## src/rtl/bcmp_pwm_pkg.sv

```systemverilog
package bcmp_pwm_pkg;

  typedef enum logic {
    TGT_PERIOD = 1'b0,
    TGT_WIDTH  = 1'b1
  } cmp_target_e;

  // Width must stay strictly below period: true when the pair is legal.
  function automatic logic pair_legal(input logic [15:0] width_v,
                                      input logic [15:0] period_v);
    return width_v < period_v;
  endfunction

endpackage

```

## src/rtl/bcmp_tick_sel.sv

```systemverilog
module bcmp_tick_sel #(
  parameter int SRCS = 8,
  localparam int SEL_W = (SRCS > 1) ? $clog2(SRCS) : 1
) (
  input  logic [SRCS-1:0]  tick_src,
  input  logic [SEL_W-1:0] sel,
  output logic             count_en
);

  generate
    if (SRCS == 1) begin : g_single
      logic unused_sel;
      assign unused_sel = ^sel;
      assign count_en   = tick_src[0];
    end else if ((1 << SEL_W) == SRCS) begin : g_full
      assign count_en = tick_src[sel];
    end else begin : g_partial
      // Out-of-range selections give no ticks.
      assign count_en = (int'(sel) < SRCS) ? tick_src[sel] : 1'b0;
    end
  endgenerate

endmodule

```

## src/rtl/bcmp_cmp_regs.sv

```systemverilog
module bcmp_cmp_regs
  import bcmp_pwm_pkg::*;
#(
  parameter int W          = 8,
  parameter int XFER_TICKS = 3,
  localparam int CW = (XFER_TICKS > 1) ? $clog2(XFER_TICKS) : 1
) (
  input  logic         clk,
  input  logic         rst_n,
  input  logic         wr_en,
  input  cmp_target_e  wr_tgt,
  input  logic [W-1:0] wr_data,
  input  logic         count_en,
  input  logic         stop_evt,
  output logic [W-1:0] period_val,
  output logic [W-1:0] width_buf,
  output logic [W-1:0] width_work,
  output logic         width_valid,
  output logic         xfer_pend,
  output logic         xfer_done,
  output logic         width_acc,
  output logic         period_acc
);

  logic [CW-1:0] xfer_cnt;
  logic          last_tick;

  // Acceptance checks keep width strictly below period at all times.
  assign width_acc  = wr_en && (wr_tgt == TGT_WIDTH) &&
                      pair_legal(16'(wr_data), 16'(period_val));
  assign period_acc = wr_en && (wr_tgt == TGT_PERIOD) &&
                      pair_legal(16'(width_buf), 16'(wr_data));

  assign last_tick = (xfer_cnt == CW'(XFER_TICKS - 1));
  assign xfer_done = xfer_pend && count_en && last_tick && !stop_evt && !width_acc;

  always_ff @(posedge clk or negedge rst_n) begin
    if (!rst_n) begin
      period_val  <= '1;
      width_buf   <= '0;
      width_work  <= '0;
      width_valid <= 1'b0;
      xfer_pend   <= 1'b0;
      xfer_cnt    <= '0;
    end else begin
      if (period_acc) period_val <= wr_data;
      if (width_acc)  width_buf  <= wr_data;
      if (stop_evt) begin
        width_valid <= 1'b0;
        xfer_pend   <= 1'b0;
        xfer_cnt    <= '0;
      end else if (width_acc) begin
        xfer_pend <= 1'b1;
        xfer_cnt  <= '0;
      end else if (xfer_pend && count_en) begin
        if (last_tick) begin
          width_work  <= width_buf;
          width_valid <= 1'b1;
          xfer_pend   <= 1'b0;
          xfer_cnt    <= '0;
        end else begin
          xfer_cnt <= xfer_cnt + CW'(1);
        end
      end
    end
  end

endmodule

```

## src/rtl/bcmp_count_core.sv

```systemverilog
module bcmp_count_core #(
  parameter int W = 8
) (
  input  logic         clk,
  input  logic         rst_n,
  input  logic         run,
  input  logic         count_en,
  input  logic [W-1:0] period_val,
  input  logic [W-1:0] width_work,
  input  logic         width_valid,
  output logic         run_q,
  output logic         stop_evt,
  output logic         period_hit,
  output logic         irq_q,
  output logic         pwm
);

  logic [W-1:0] count_q;

  assign stop_evt   = run_q && !run;
  // A greater-or-equal match recovers if the period is lowered below the count.
  assign period_hit = run && count_en && (count_q >= period_val);
  assign pwm        = run_q && width_valid && (count_q < width_work);

  always_ff @(posedge clk or negedge rst_n) begin
    if (!rst_n) begin
      count_q <= '0;
      run_q   <= 1'b0;
      irq_q   <= 1'b0;
    end else begin
      run_q <= run;
      irq_q <= period_hit;
      if (!run || period_hit) count_q <= '0;
      else if (count_en)      count_q <= count_q + W'(1);
    end
  end

endmodule

```

## src/rtl/bcmp_pwm_timer.sv

```systemverilog
module bcmp_pwm_timer
  import bcmp_pwm_pkg::*;
#(
  parameter int W          = 8,
  parameter int SRCS       = 8,
  parameter int XFER_TICKS = 3,
  localparam int SEL_W = (SRCS > 1) ? $clog2(SRCS) : 1
) (
  input  logic             clk,
  input  logic             rst_n,
  input  logic             run,
  input  logic [SEL_W-1:0] clk_sel,
  input  logic [SRCS-1:0]  tick_src,
  input  logic             wr_en,
  input  logic             wr_sel,
  input  logic [W-1:0]     wr_data,
  output logic             pwm_out,
  output logic             match_irq,
  output logic             width_ready
);

  logic         count_en;
  logic [W-1:0] period_val;
  logic [W-1:0] width_buf;
  logic [W-1:0] width_work;
  logic         width_valid;
  logic         xfer_pend;
  logic         xfer_done;
  logic         width_acc;
  logic         period_acc;
  logic         run_q;
  logic         stop_evt;
  logic         period_hit;
  cmp_target_e  wr_tgt;

  assign wr_tgt = cmp_target_e'(wr_sel);

  bcmp_tick_sel #(.SRCS(SRCS)) u_tick_sel (
    .tick_src (tick_src),
    .sel      (clk_sel),
    .count_en (count_en)
  );

  bcmp_cmp_regs #(.W(W), .XFER_TICKS(XFER_TICKS)) u_cmp_regs (
    .clk         (clk),
    .rst_n       (rst_n),
    .wr_en       (wr_en),
    .wr_tgt      (wr_tgt),
    .wr_data     (wr_data),
    .count_en    (count_en),
    .stop_evt    (stop_evt),
    .period_val  (period_val),
    .width_buf   (width_buf),
    .width_work  (width_work),
    .width_valid (width_valid),
    .xfer_pend   (xfer_pend),
    .xfer_done   (xfer_done),
    .width_acc   (width_acc),
    .period_acc  (period_acc)
  );

  bcmp_count_core #(.W(W)) u_core (
    .clk         (clk),
    .rst_n       (rst_n),
    .run         (run),
    .count_en    (count_en),
    .period_val  (period_val),
    .width_work  (width_work),
    .width_valid (width_valid),
    .run_q       (run_q),
    .stop_evt    (stop_evt),
    .period_hit  (period_hit),
    .irq_q       (match_irq),
    .pwm         (pwm_out)
  );

  assign width_ready = width_valid && !xfer_pend;

endmodule

```

## config.mk

```make
export PLATFORM = sky130hd
export DESIGN_NAME = bcmp_pwm_timer
export DESIGN_NICKNAME = d
export VERILOG_FILES = /design/src/rtl/bcmp_pwm_pkg.sv /design/src/rtl/bcmp_tick_sel.sv /design/src/rtl/bcmp_cmp_regs.sv /design/src/rtl/bcmp_count_core.sv /design/src/rtl/bcmp_pwm_timer.sv
export SDC_FILE = /design/constraint.sdc
export NUM_CORES = 1
export LEC_CHECK = 0
export BUFFER_PORTS_ARGS = -buffer_cell sky130_fd_sc_hd__buf_2
export CORE_MARGIN = 2
export CORE_UTILIZATION = 55
export CTS_CLUSTER_DIAMETER = 100
export CTS_CLUSTER_SIZE = 10
export DETAILED_ROUTE_END_ITERATION = 7
export PLACE_DENSITY = 0.73
export SETUP_SLACK_MARGIN = 0.02
export SLEW_MARGIN = 0
export SYNTH_ARGS = -nofsm -noshare
export SYNTH_HDL_FRONTEND = slang
export SYNTH_SLANG_ARGS = --single-unit
```

## constraint.sdc

```tcl
create_clock -name clk -period 2.9 [get_ports clk]
set_clock_uncertainty 0.2 [all_clocks]
set_input_delay 0.58 -clock clk [delete_from_list [all_inputs] [get_ports clk]]
set_output_delay 0.58 -clock clk [all_outputs]
set_load 0.02 [all_outputs]
```

==> results of run 1 <==
-- worst max-delay path, cell delays in order (launching register included) --
cell and delay [ns]:
dfrtp_1 0.45, ha_1 0.33, a21o_1 0.18, a31oi_1 0.12, o21ai_0 0.10, a31oi_1 0.17, buf_2 0.18
-- per-layer routing --
layer	wire [um]	vias to the layer above	GRT usage
met1	2125	817	0.2849
met3	126	5	0.04473
met4	38	0	0.06197
li1	-	849	-
met2	2097	25	0.3238
met5	0	-	0
-- power by group through the flow --
stage / combinational [uW] / sequential (uW) / clock (uW)
6_report: 727 / 862 / 341
5_1_grt: 850 / 886 / 382
4_1_cts: 733 / 864 / 354
3_5_place_dp: 727 / 875 / 0
3_3_place_gp: 705 / 868 / 0
2_1_floorplan: 558 / 830 / 0
-- path summary, 6_finish.rpt --
path | endpoint | slack [ns] | cells after the start
setup / recovery | pwm_out | 0.29 | 6
hold / removal | u_cmp_regs.width_buf[6]$_DFFE_PN0P_ | 0.19 | 1
setup reg to reg | u_cmp_regs.width_work[5]$_DFFE_PN0P_ | 0.30 | 7
hold reg to reg | u_cmp_regs.width_work[3]$_DFFE_PN0P_ | 0.32 | 1
max in group asynchronous | u_cmp_regs.width_buf[1]$_DFFE_PN0P_ | 1.78 | 1
min in group clk | u_core.run_q$_DFF_PN0_ | 0.30 | 1
-- per-stage QoR --
stage          setup WS, ns  instance area (um2)  hold WS, ns
3_3_place_gp         0.2429                 2582       0.3003
5_1_grt              0.1511                 2661       0.2711
3_5_place_dp         0.2087                 2582       0.3041
2_1_floorplan        0.4564                 2387      0.08441
4_1_cts              0.2673                 2661       0.2229
6_report             0.2898                 2661       0.1921
-- flip-flops by register name, summed over array words and instances (netlist names) --
register                cells
u_cmp_regs.period_val       8
u_cmp_regs.width_buf        8
u_cmp_regs.width_work       8
u_core.irq_q                1
u_cmp_regs.xfer_pend        1
u_core.run_q                1
u_cmp_regs.width_valid      1
u_cmp_regs.xfer_cnt         2
u_core.count_q              8
-- placed cells by master (no fill, tap or decap), drive strengths merged, types with 5 or more instances in the layout --
master | netlist | routed
inv | 24 | 24
ha | 30 | 30
dfstp | 8 | 8
o21ai | 8 | 8
a21oi | 8 | 8
mux2i | 8 | 8
clkbuf | 1 | 5
mux2 | 17 | 17
nor2 | 10 | 10
nand2 | 13 | 13
a21o | 7 | 7
buf | 2 | 29
dfrtp | 30 | 30
-- area by class of cell --
cell class	count	area, um2
multi-input combinational	153	1316
clock buffer	5	68.82
clock inverter	2	10.01
timing repair buffer	29	152.6
sequential	38	960.9
fill	340	1425
inverter	24	90.09
tap	50	62.56
-- logic make-up after synthesis --
| logic type | count (synthesis) |
|---|---|
| flops | 38 |
| fa+ha+maj | 30 |
| compound gates | 44 |
| buf+inv | 27 |
| mux | 27 |
| simple gates | 52 |
==> reports/metrics.csv, run 1 <==
metric,value,unit
synth_top_area_frac,0.3145,
drtIter0Drc,45,
rsz0062_at_grt,false,
root_buffer,clkbuf_8,
synth.avg_cell_area,10.95,um2
grt_max_degree,39,
gp_congestion,0.8142,
arrival,1.83,ns
synthXorXnorAreaFrac,0,
io_pins,27,
clk_pin_slew,0.07,ns
ys.flop_type,dfrtp_1,
ys_seq_elements,38,
hold_path_class,primary input to async pin,
total_power,1930,uW
clock_path_buffers,2,
internal_power,1279,uW
synth_top_cells_by_area,"dfrtp_1 (31%), ha_1 (16%), dfstp_2 (8.8%), mux2_4 (5.0%), mux2_2 (4.2%)",
yosysSeqAreaShare,0.4025,
net-switching-power,651.3,uW
max_slew_margin,0.4393,
final-max-slew-violation-count,0,
powerDensity,725.3,mW/mm2
p_comb_frac,0.377,
start_kind,flop,
via_per_inst,5.635,
max_freq,383.1,MHz
worstMarginPinSlew,0.8410,ns
overflow,0,
grt_pass1_vias,1668,
period_needed,2.610,ns
cts_tree,yes,
num_vias,1696,
dr.pass1.iters,4,
core_area,0.004086,mm2
htree_levels,2,
grt_usage,0.2053,
final-hold-violation-count,0,
nets,305,
pwr-share-seq,0.447,
worst_ep_required_time,2.12,ns
setup_viol,0,
path_class,flop to output pin,
syn_area,0.002387,mm2
p_leak,0.001415,uW
synth_top_cell_by_area,dfrtp_1,
wl,4388,um
yosys.area_share.adder,0.1572,
hold_buffers,0,
antennaDiodeCount,0,
post-cts-setup-buffer-count,0,
rr_startpoint,u_cmp_regs.period_val[6]$_DFFE_PN1P_,
synth_edf_count,0,
syn2layout_area_growth,11.48,%
synth_compound_area_frac,0.1253,
antenna_found_initial,0,
drc,0,
drive_above_1_share,0.2629,
p_clk_frac,0.177,
p_sw_frac,0.3374,
crit_path_end_kind,output pin,
rows,23,
ys_async_sr_fraction,1.000,
synth_mux_area_frac,0.1483,
maxCapViolCount,0,
dpl.cell_count,294,
synth_common_cells,"dfrtp_1 (30), ha_1 (30), inv_1 (24)",
cts.sinks,38,
synth_warnings,0,
hpwl,3368,um
utilization,0.6513,
cts_buffers,5,
ir_worst_vdd,536.7,uV
ctsResizeCount,0,
synth_cell_types,45,
die_y,69.88,um
syn_nets,272,
path_max_fanout,6,
syn_inst,218,
timing.final.crit_share,0.9001,
dieArea,0.004883,mm2
finalSetupTns,0,ns
worst_skew_pair.late_latency,0.29,ns
initial_core_util,0.5842,
startpoint,u_core.count_q[5]$_DFFE_PN0P_,
synthSimpleGateAreaFrac,0.1205,
stdcell_count,301,
io_buffers,26,
die_w,69.88,um
synth_top_family_by_area,adder cells,
wl_per_cell,14.58,um
outcome,"finished, final reports clean",
grt_pass1_wl,7941,um
ant_nets,0,
Note: power is estimated with default switching activity, not from simulation.
==> run 2: changes to the inputs <==
- CORE_ASPECT_RATIO: not set -> 0.8
==> run 2 against run 1 <==
Against the previous run: non-clock buffer count unchanged; sequential cell count unchanged; sequential share of layout area decreased by 0.49 points; via count decreased by 2.5%; routed wire length increased by 1.8%; final area increased by 1.4%.
==> reports/metrics.csv, run 2 (same netlist as run 1, synthesis figures left out) <==
metric,value,unit
p_sw_frac,0.3235,
ir_worst_vdd,526.4,uV
max_slew_margin,0.4617,
final-max-slew-violation-count,0,
io_pins,27,
multi_input_area,0.001316,mm2
die_y,62.93,um
pre_cts_ws,0.2268,ns
cts_buffers,5,
p_comb_frac,0.358,
grt_pass1_vias,1679,
net-switching-power,657.7,uW
register_area,960.9,um2
antennaDiodeCount,0,
dpl.cell_count,301,
num_vias,1653,
gp_congestion,0.8541,
hold_path_class,primary input to async pin,
ctsResizeCount,0,
outcome,"finished, final reports clean",
dr.pass1.iters,4,
clk_pin_slew,0.07,ns
final-hold-violation-count,0,
rows,21,
drtIter0Drc,65,
core_area,0.004178,mm2
reg2reg_slack,0.33,ns
worst_skew_pair.late_latency,0.29,ns
powerDensity,753.5,mW/mm2
die_w,77.66,um
final_cell_mix,"ha_1 (30), dfrtp_1 (30), buf_2 (26)",
drive_above_1_share,0.2579,
crit_path_end_kind,output pin,
cts_tree,yes,
wl_per_cell,14.46,um
path_max_fanout,6,
stdcell_count,309,
nets,305,
clock_path_buffers,2,
hpwl,3426,um
cts.sinks,38,
setup_ws,0.2915,ns
post-cts-setup-buffer-count,0,
internal_power,1375,uW
nFillCells,339,
via_per_inst,5.350,
period_needed,2.609,ns
grt_usage,0.2130,
htree_levels,2,
io_buffers,26,
ant_nets,0,
syn2layout_area_growth,13.00,%
wl,4469,um
initial_core_util,0.5714,
setup_viol,0,
finalSetupTns,0,ns
total_power,2033,uW
timing.final.crit_share,0.8995,
dieArea,0.004887,mm2
overflow,0,
root_buffer,clkbuf_8,
worstMarginPinSlew,0.8075,ns
maxCapViolCount,0,
hold_buffers,0,
p_leak,0.001424,uW
pwr-share-seq,0.424,
arrival,1.83,ns
grt_pass1_wl,8114,um
antenna_found_initial,0,
path_class,flop to output pin,
rsz0062_at_grt,false,
start_kind,flop,
p_clk_frac,0.217,
grt_max_degree,39,
drc,0,
worst_ep_required_time,2.12,ns
max_freq,383.4,MHz
## run 2: changes by cell type in the layout (fill, tap and decap cells not counted), sizes merged
cell / delta
bufinv: +1
clkinv: -2
clkbuf: +2
## run 2: worst paths after layout
kind | startpoint | end | depth (start not counted)
max reg2reg | u_cmp_regs.period_val[7]$_DFFE_PN1P_ | u_cmp_regs.width_work[6]$_DFFE_PN0P_ | 7
min in group clk | run | u_core.run_q$_DFF_PN0_ | 1
min | rst_n | u_cmp_regs.width_buf[5]$_DFFE_PN0P_ | 1
max | u_core.count_q[1]$_DFFE_PN0P_ | pwm_out | 6
min reg2reg | u_cmp_regs.width_work[0]$_DFFE_PN0P_ | u_cmp_regs.width_work[0]$_DFFE_PN0P_ | 1
max in group asynchronous | rst_n | u_core.irq_q$_DFF_PN0_ | 1
## run 2: layer usage
| metal | track usage | part of all wire | routed length (um) | vias up |
|---|---|---|---|---|
| met5 | 0 | 0 | 0 | - |
| met4 | 0.05580 | 0.011 | 48 | 0 |
| met3 | 0.06214 | 0.041 | 182 | 4 |
| met2 | 0.3093 | 0.43 | 1910 | 29 |
| met1 | 0.3106 | 0.52 | 2327 | 778 |
| li1 | - | - | - | 842 |
## run 2: through the flow
step	utilization	cell area [um2]	hold slack, ns
floorplan	-	2387	0.08441
global placement	0.6202	2591	0.3036
detailed placement	0.6202	2591	0.2963
CTS	0.6457	2698	0.2146
global route	0.6457	2698	0.2448
finish	0.6457	2698	0.1749
## run 2: worst max-delay path, stage by stage, from the launching register on
cell and delay (ns):
dfrtp_1 0.45, ha_1 0.30, a21o_1 0.15, a21oi_1 0.18
o21ai_0 0.12, a31oi_1 0.16, buf_2 0.18
## run 2: power by group through the flow
stage | clock (uW) | sequential, uW | combinational [uW]
2_1_floorplan | 0 | 830 | 558
6_report | 442 | 862 | 728
3_5_place_dp | 0 | 871 | 729
3_3_place_gp | 0 | 868 | 707
5_1_grt | 477 | 884 | 840
4_1_cts | 450 | 862 | 736
## run 2: final cells by class
type	count	area share
inverter	24	0.03340
clock inverter	1	0.01113
timing repair buffer	29	0.05659
clock buffer	7	0.02829
tap	57	0.02644
multi-input combinational	153	0.4879
sequential	38	0.3562
==> run 3: changes to the inputs <==
- MAX_ROUTING_LAYER: not set -> met4
==> run 3 against run 2 <==
Against the previous run: sequential power about the same; first-iteration DRC count is 11% higher; critical path type unchanged; critical path depth unchanged; total power is essentially flat; worst setup slack about the same; worst hold slack lost 0.0014 ns; sequential share of layout area did not move; global-route usage rose by 0.58 points.
==> reports/metrics.csv, run 3 (same netlist as run 1, synthesis figures left out) <==
metric,value,unit
max_freq,383.3,MHz
finalSetupTns,0,ns
whs,0.1735,ns
hold_buffers,0,
crit_path_end_kind,output pin,
nFillCells,339,
wl_per_cell,14.52,um
dieArea,0.004887,mm2
root_buffer,clkbuf_8,
num_vias,1653,
grt_pass1_wl,8086,um
die_y,62.93,um
ir_worst_vdd,525.7,uV
final_cell_mix,"ha_1 (30), dfrtp_1 (30), buf_2 (26)",
setup_ws,0.2913,ns
worst_skew_pair.late_latency,0.29,ns
maxCapViolCount,0,
die_w,77.66,um
htree_levels,2,
io_buffers,26,
gp_congestion,0.8676,
worst_ep_required_time,2.12,ns
overflow,0,
ant_nets,0,
path_class,flop to output pin,
total_power,2033,uW
antenna_found_initial,0,
period_needed,2.609,ns
grt_pass1_vias,1682,
rsz0062_at_grt,false,
io_pins,27,
utilization,0.6457,
via_per_inst,5.350,
max_slew_margin,0.4620,
dr.pass1.iters,4,
nets,305,
antennaDiodeCount,0,
clk_pin_slew,0.07,ns
reg2reg_slack,0.33,ns
final-hold-violation-count,0,
p_leak,0.001424,uW
cts.sinks,38,
cts_tree,yes,
wl,4488,um
outcome,"finished, final reports clean",
drive_above_1_share,0.2579,
syn2layout_area_growth,13.00,%
pre_cts_ws,0.2268,ns
clock_path_buffers,2,
hpwl,3426,um
setup_viol,0,
powerDensity,753.8,mW/mm2
drc,0,
initial_core_util,0.5714,
core_area,0.004178,mm2
final-max-slew-violation-count,0,
path_max_fanout,6,
ff2ff_path_depth,7,
cts_buffers,5,
multi_input_area,0.001316,mm2
arrival,1.83,ns
rows,21,
hold_path_class,primary input to async pin,
start_kind,flop,
grt_usage,0.2188,
post-cts-setup-buffer-count,0,
timing.final.crit_share,0.8996,
worstMarginPinSlew,0.8069,ns
register_area,960.9,um2
ctsResizeCount,0,
drtIter0Drc,72,
grt_max_degree,39,
[run 3: through the flow]
step,cells,instance area [um2]
after floorplan,218,2387
after global placement,301,2591
after global routing,309,2698
final,309,2698
after CTS,309,2698
after detailed placement,301,2591
[run 3: critical path: stages, from the launching register on]
cell	delay [ns]
dfrtp_1	0.45
ha_1	0.30
a21o_1	0.15
a21oi_1	0.18
o21ai_0	0.12
a31oi_1	0.16
buf_2	0.18
[run 3: area by class of cell]
class                      count  area share
tap                           57     0.02644
sequential                    38      0.3562
clock inverter                 1     0.01113
timing repair buffer          29     0.05659
multi-input combinational    153      0.4879
clock buffer                   7     0.02829
inverter                      24     0.03340
[run 3: worst paths after layout]
path	start	endpoint
max	u_core.count_q[1]$_DFFE_PN0P_	pwm_out
min	rst_n	u_cmp_regs.width_buf[6]$_DFFE_PN0P_
max reg2reg	u_cmp_regs.period_val[7]$_DFFE_PN1P_	u_cmp_regs.width_work[5]$_DFFE_PN0P_
min reg2reg	u_cmp_regs.width_work[0]$_DFFE_PN0P_	u_cmp_regs.width_work[0]$_DFFE_PN0P_
max in group asynchronous	rst_n	u_core.irq_q$_DFF_PN0_
min in group clk	run	u_core.run_q$_DFF_PN0_
[run 3: where the power goes]
group          switching, uW  total (uW)  internal (uW)
registers                118         863            744
clock network            185         442            257
logic                    355         728            373
[run 3: metal layers]
layer	routed length (um)	share of wire	GRT usage
met1	2346	0.52	0.3097
met2	1923	0.43	0.3093
met3	168	0.037	0.06214
met4	49	0.011	0.05580
met5	0	0	-
